`config.mk`:
```
export PLATFORM = sky130hd
export DESIGN_NAME = hba_glb_regs
export DESIGN_NICKNAME = d
export VERILOG_FILES = /design/src/rtl/hba_glb_pkg.sv /design/src/rtl/hba_cap_const.sv /design/src/rtl/hba_isr_bank.sv /design/src/rtl/hba_rd_mux.sv /design/src/rtl/hba_glb_regs.sv
export SDC_FILE = /design/constraint.sdc
export NUM_CORES = 1
export LEC_CHECK = 0
export BUFFER_PORTS_ARGS = -buffer_cell sky130_fd_sc_hd__buf_2
export CELL_PAD_IN_SITES_DETAIL_PLACEMENT = 0
export CELL_PAD_IN_SITES_GLOBAL_PLACEMENT = 1
export CORE_ASPECT_RATIO = 1.5
export CORE_UTILIZATION = 28
export CTS_BUF_LIST = sky130_fd_sc_hd__clkbuf_2
export DETAILED_ROUTE_END_ITERATION = 8
export PLACE_DENSITY = 0.82
export SLEW_MARGIN = 5
export SYNTH_ARGS = -nofsm -noshare
export SYNTH_HDL_FRONTEND = slang
export SYNTH_SLANG_ARGS = --single-unit
```
`constraint.sdc`:
```
create_clock -name clk -period 0.86 [get_ports clk]
set_input_delay 0.172 -clock clk [delete_from_list [all_inputs] [get_ports clk]]
set_output_delay 0.172 -clock clk [all_outputs]
set_load 0.05 [all_outputs]
```
`src/rtl/hba_glb_pkg.sv`:
```
`timescale 1ns/1ps
package hba_glb_pkg;

    // Word offsets of the decoded registers
    localparam int unsigned OFF_CAP  = 0;
    localparam int unsigned OFF_CTL  = 1;
    localparam int unsigned OFF_STAT = 2;
    localparam int unsigned OFF_PI   = 3;
    localparam int unsigned OFF_PEN  = 4;

    // Bit positions inside the control word
    localparam int unsigned CTL_AHCI_BIT = 0;
    localparam int unsigned CTL_IRQ_BIT  = 1;

    // Capability field placement
    localparam int unsigned CAP_NP_LSB = 0;
    localparam int unsigned CAP_NS_LSB = 8;
    localparam int unsigned CAP_FLD_W  = 5;

    // Access decode result
    typedef enum logic [2:0] {
        SEL_CAP,
        SEL_CTL,
        SEL_STAT,
        SEL_PI,
        SEL_PEN,
        SEL_NONE
    } reg_sel_e;

    function automatic reg_sel_e decode_offset(input logic [3:0] off);
        reg_sel_e s;
        case (off)
            4'(OFF_CAP):  s = SEL_CAP;
            4'(OFF_CTL):  s = SEL_CTL;
            4'(OFF_STAT): s = SEL_STAT;
            4'(OFF_PI):   s = SEL_PI;
            4'(OFF_PEN):  s = SEL_PEN;
            default:      s = SEL_NONE;
        endcase
        return s;
    endfunction

endpackage

```
`src/rtl/hba_cap_const.sv`:
```
`timescale 1ns/1ps
module hba_cap_const
    import hba_glb_pkg::*;
#(
    parameter int unsigned NPORTS     = 6,
    parameter int unsigned NSLOTS     = 32,
    parameter logic [31:0] PORTS_IMPL = 32'h0000_002D
) (
    output logic [31:0] cap_word,
    output logic [31:0] pi_word
);
    localparam logic [CAP_FLD_W-1:0] NP_FIELD = CAP_FLD_W'(NPORTS - 1);
    localparam logic [CAP_FLD_W-1:0] NS_FIELD = CAP_FLD_W'(NSLOTS - 1);

    // Ports beyond the built count are forced absent
    logic [31:0] port_lim;

    generate
        for (genvar g = 0; g < 32; g++) begin : g_lim
            if (g < NPORTS) begin : g_in
                assign port_lim[g] = 1'b1;
            end else begin : g_out
                assign port_lim[g] = 1'b0;
            end
        end
    endgenerate

    always_comb begin
        cap_word = '0;
        cap_word[CAP_NP_LSB +: CAP_FLD_W] = NP_FIELD;
        cap_word[CAP_NS_LSB +: CAP_FLD_W] = NS_FIELD;
        pi_word = PORTS_IMPL & port_lim;
    end

endmodule

```
`src/rtl/hba_isr_bank.sv`:
```
`timescale 1ns/1ps
module hba_isr_bank #(
    parameter int unsigned     NPORTS = 6,
    parameter logic [NPORTS-1:0] PMASK = '1
) (
    input  logic              clk,
    input  logic              rst_n,
    input  logic [NPORTS-1:0] pend,
    input  logic [NPORTS-1:0] clr,
    output logic [NPORTS-1:0] status
);
    logic [NPORTS-1:0] stat_d, stat_q;

    // A bit being cleared ignores its pending input this cycle, so a
    // still-pending port shows one idle cycle before re-setting.
    always_comb begin
        for (int i = 0; i < NPORTS; i++) begin
            if (clr[i]) begin
                stat_d[i] = 1'b0;
            end else begin
                stat_d[i] = stat_q[i] | (pend[i] & PMASK[i]);
            end
        end
    end

    always_ff @(posedge clk or negedge rst_n) begin
        if (!rst_n) begin
            stat_q <= '0;
        end else begin
            stat_q <= stat_d;
        end
    end

    assign status = stat_q;

endmodule

```
`src/rtl/hba_rd_mux.sv`:
```
`timescale 1ns/1ps
module hba_rd_mux
    import hba_glb_pkg::*;
(
    input  reg_sel_e    sel,
    input  logic [31:0] cap_word,
    input  logic [31:0] ctl_word,
    input  logic [31:0] stat_word,
    input  logic [31:0] pi_word,
    input  logic [31:0] pen_word,
    output logic [31:0] rd_word
);
    always_comb begin
        case (sel)
            SEL_CAP:  rd_word = cap_word;
            SEL_CTL:  rd_word = ctl_word;
            SEL_STAT: rd_word = stat_word;
            SEL_PI:   rd_word = pi_word;
            SEL_PEN:  rd_word = pen_word;
            default:  rd_word = '0;
        endcase
    end

endmodule

```
`src/rtl/hba_glb_regs.sv`:
```
`timescale 1ns/1ps
module hba_glb_regs
    import hba_glb_pkg::*;
#(
    parameter int unsigned NPORTS     = 6,
    parameter int unsigned NSLOTS     = 32,
    parameter logic [31:0] PORTS_IMPL = 32'h0000_002D,
    parameter int unsigned PEN_W      = 8,
    parameter int unsigned ADDR_W     = 4
) (
    input  logic              clk,
    input  logic              rst_n,
    input  logic              bus_sel,
    input  logic              bus_wr,
    input  logic [ADDR_W-1:0] bus_addr,
    input  logic [31:0]       bus_wdata,
    output logic [31:0]       bus_rdata,
    input  logic [NPORTS-1:0] port_pend,
    output logic              irq
);
    localparam logic [NPORTS-1:0] PMASK = PORTS_IMPL[NPORTS-1:0];

    typedef struct packed {
        logic             ahci_en;
        logic             irq_en;
        logic [PEN_W-1:0] pen;
        logic [31:0]      rdata;
    } top_state_t;

    top_state_t st_d, st_q;

    logic [31:0]       cap_word, pi_word, ctl_word, stat_word, pen_word, rd_word;
    logic [NPORTS-1:0] stat_vec;
    logic [NPORTS-1:0] clr_vec;
    logic              irq_en;
    reg_sel_e          sel;
    logic              wr_stb, rd_stb;
    logic              unused_wbits;

    assign sel    = decode_offset(4'(bus_addr));
    assign wr_stb = bus_sel & bus_wr;
    assign rd_stb = bus_sel & ~bus_wr;

    hba_cap_const #(
        .NPORTS    (NPORTS),
        .NSLOTS    (NSLOTS),
        .PORTS_IMPL(PORTS_IMPL)
    ) u_cap (
        .cap_word(cap_word),
        .pi_word (pi_word)
    );

    assign clr_vec = (wr_stb && sel == SEL_STAT) ? (bus_wdata[NPORTS-1:0] & PMASK) : '0;

    hba_isr_bank #(
        .NPORTS(NPORTS),
        .PMASK (PMASK)
    ) u_isr (
        .clk   (clk),
        .rst_n (rst_n),
        .pend  (port_pend),
        .clr   (clr_vec),
        .status(stat_vec)
    );

    always_comb begin
        ctl_word = '0;
        ctl_word[CTL_AHCI_BIT] = st_q.ahci_en;
        ctl_word[CTL_IRQ_BIT]  = st_q.irq_en;
        stat_word = 32'(stat_vec);
        pen_word  = 32'(st_q.pen);
    end

    hba_rd_mux u_rd (
        .sel      (sel),
        .cap_word (cap_word),
        .ctl_word (ctl_word),
        .stat_word(stat_word),
        .pi_word  (pi_word),
        .pen_word (pen_word),
        .rd_word  (rd_word)
    );

    always_comb begin
        st_d = st_q;
        if (wr_stb && sel == SEL_CTL) begin
            st_d.ahci_en = bus_wdata[CTL_AHCI_BIT];
            st_d.irq_en  = bus_wdata[CTL_IRQ_BIT];
        end
        if (wr_stb && sel == SEL_PEN) begin
            st_d.pen = bus_wdata[PEN_W-1:0];
        end
        if (rd_stb) begin
            st_d.rdata = rd_word;
        end
    end

    always_ff @(posedge clk or negedge rst_n) begin
        if (!rst_n) begin
            st_q <= '0;
        end else begin
            st_q <= st_d;
        end
    end

    assign irq_en       = st_q.irq_en;
    assign irq          = irq_en & (|stat_vec);
    assign bus_rdata    = st_q.rdata;
    assign unused_wbits = ^{1'b0, bus_wdata};

endmodule

```
==> results.md <==
* Status: complete, but fails checks
* Failing checks: negative setup slack
* Final worst path period share at 187%
* Placed Instances at 214
* Die H at 83.4 µm
* R2r setup slk at -180 ps
* CP endpoint kind: primary output
* Reg2reg path depth at 4
* Wire per inst at 12.8 µm
* Detailed-route via count at 1069
* Critical-path cell list: o41a_4, buf_8
* Grt ovf at 0
* Final WS setup at -746 ps
* Max incr delay on CP at 480 ps
* Initial Util at 29.1%
* Hold path cells at 3
* Overall Power at 2.73 mW
* Crit path kind: flip-flop to primary output
* Drt pass-1 iters at 4
* Fin. Hold Viols at 0
* Pre-CTS setup slack at -598 ps
* Synthesis Warnings at 0
* Area Overhead vs Synth at 60.1%
* Worst path required time at 690 ps
* CP arrival at 1430 ps
* Syn Area/Cell at 10.7 µm²
* Final setup vio count at 32
* Crit path time final at 1610 ps
* Via density at 4.57
* Hold Path Class: input port to flip-flop
* First-pass GRT wire length at 4.77 mm
* Cell Area, Synth at 1240 µm²
* I/O Buffers at 33
* Final HPWL DP at 2.22 mm
* DIE AREA at 4690 µm²
* Reg2Reg Launch Point: irq_en
* Post-layout util at 46.6%
* Post-synthesis sequential area ratio at 46.6%
* Maximum vdd drop at 0.644 mV
* Initial antenna violation count at 0
* Worst clock skew at 14.5 ps
* Row count at 29
* Non-filler instance count after layout at 234
* Nets@finish at 235
* Max_cap viols at 0
* Die Width at 56.3 µm
* Share of layout cells above drive strength 1 at 55.3%
* Pwr dens at 1380 nW/µm²
* ANT nets after route at 0
* Final instance area at 1980 µm²
* Worst-path clk slew at 210 ps
* Vias in the first global route at 1039
* Clk sinks at 23
* RSZ-0062 raised after global routing: true
* Gr usage total at 12.9%
* R2r endpoint: bus_rdata[1]
* Worst Path Max Fanout at 2
* CTS Buffer Depth at 2
* Number of synthesized register bits at 23
* Clk Latency, worst-skew pair at 340 ps
* CTS buffer count at 3
* CTS root buffer: clkbuf_2
* Leakage Power at 0.962 nW
* Largest net degree at the start of global routing at 13
* Starting DRT DRC Count at 16
* Distinct cell type count after synthesis at 30
* Final GP Congestion at 0.782
* Ant diodes at 0
* DRC viols at 0
* CP Launch Type: flip-flop
* Syn Inst Count at 116
* Fmax at 623 MHz
* Setup TNS at -7090 ps
* CTS tree: done
* Hold slack at 50.4 ps
* Max-slew violations at 0
* Area of the core at 4250 µm²
* Crit path launch: u_isr.status[2]
* I/O Pins at 79
* End of the worst hold path: u_isr.status[0]
* Placed Area at 1590 µm²
* H-Tree Depth at 1
* Final WL at 2.99 mm
* Worst path slowest cell: o41a_4
* Min-delay src: port_pend[0]
==> logic make-up after synthesis <==
logic type             share of synthesized area (%)
AO/OA/AOI/OAI                                   12.9
buffers and inverters                           15.8
flip-flops                                      46.6
multiplexers                                    9.11
other                                          0.303
AND/OR/NAND/NOR                                 15.4
==> cells in the mapped netlist (all sizes together) <==
master,count,area [µm²]
nand2,7,26.3
o2bb2ai,2,17.5
or3b,1,11.3
o41a,1,11.3
buf,24,180
and2,1,6.26
or2b,2,15.0
nor3b,2,15.0
o211ai,2,15.0
nand2b,2,12.5
nor2,10,37.5
conb,1,3.75
and3b,2,17.5
nand3b,1,7.51
o21a,1,7.51
or4,1,7.51
nor2b,1,6.26
a22o,5,43.8
mux2,10,113
nor4,1,6.26
nor3,2,21.3
clkbuf,4,15.0
a32o,1,10.0
o21ai,2,10.0
o41ai,1,8.76
o2111ai,1,8.76
o22ai,1,6.26
dfrtp,23,576
a21oi,4,20.0
==> final cells by class <==
class / count / area [µm²]
Fill cell: 380 / 2270
Timing Repair Buffer: 78 / 663
Multi-Input combinational cell: 83 / 659
Sequential cell: 23 / 579
Tap cell: 46 / 57.6
Clock buffer: 4 / 20.0
==> worst max-delay path by stage <==
stage	end	slack [ps]	depth (start not counted)
3_5_place_dp	pen_word[3]	-600	5
2_1_floorplan	pen_word[0]	-590	4
4_1_cts	irq	-750	2
3_3_place_gp	pen_word[3]	-580	5
5_1_grt	irq	-800	2
6_report	irq	-750	2
==> registers in the layout (all words and copies together) (netlist names) <==
register	cells
bus_rdata	9
ctl_word	1
irq_en	1
pen_word	8
u_isr.status	4
==> layer usage <==
metal | part of all wire [%] | up-vias | global-route usage [%] | routed length, µm
li1 | - | 511 | - | -
met1 | 38 | 521 | 13.7 | 1130
met2 | 58 | 32 | 24.6 | 1730
met3 | 2.7 | 5 | 0.623 | 80
met4 | 1.8 | 0 | 7.32 | 53
met5 | 0 | - | 0 | 0
==> worst max-delay path: cells and delay by family (launching register included) <==
kind / cells / cell delay (ps)
AO/OA/AOI/OAI: 1 / 480
flip-flops: 1 / 460
buffers and inverters: 1 / 160
==> layout by cell type, fill, tap and decap left out, drive strengths merged <==
cell | netlist | layout
a22o | 5 | 5
mux2 | 10 | 10
or4 | 1 | 1
or3b | 1 | 1
nand2b | 2 | 2
conb | 1 | 19
and3b | 2 | 2
nor3 | 2 | 2
nand2 | 7 | 7
clkbuf | 4 | 4
nor3b | 2 | 2
a21oi | 4 | 4
o41ai | 1 | 1
buf | 24 | 73
or2b | 2 | 2
o21ai | 2 | 2
o211ai | 2 | 2
a32o | 1 | 1
nor2b | 1 | 1
o22ai | 1 | 1
o2bb2ai | 2 | 2
o2111ai | 1 | 1
o41a | 1 | 1
nor2 | 10 | 10
dfrtp | 23 | 23
and2 | 1 | 1
o21a | 1 | 1
nor4 | 1 | 1
dlygate4sd3 | 0 | 5
nand3b | 1 | 1
==> repair_timing <==
item                                    4_1_cts  5_1_grt
pin swaps                                     7       13
setup buffers                                 8        4
endpoints found under the setup margin       36       36
hold buffers                                  4        1
endpoints found under the hold margin        26        1
gates cloned                                  0        0
resized for setup                            52       10
==> power breakdown <==
part / internal, mW / total, mW / switching, mW
registers: 1.20 / 1.28 / 0.0817
clock network: 0.123 / 0.438 / 0.315
logic: 0.465 / 1.01 / 0.547
(Power assumes the default switching activity.)
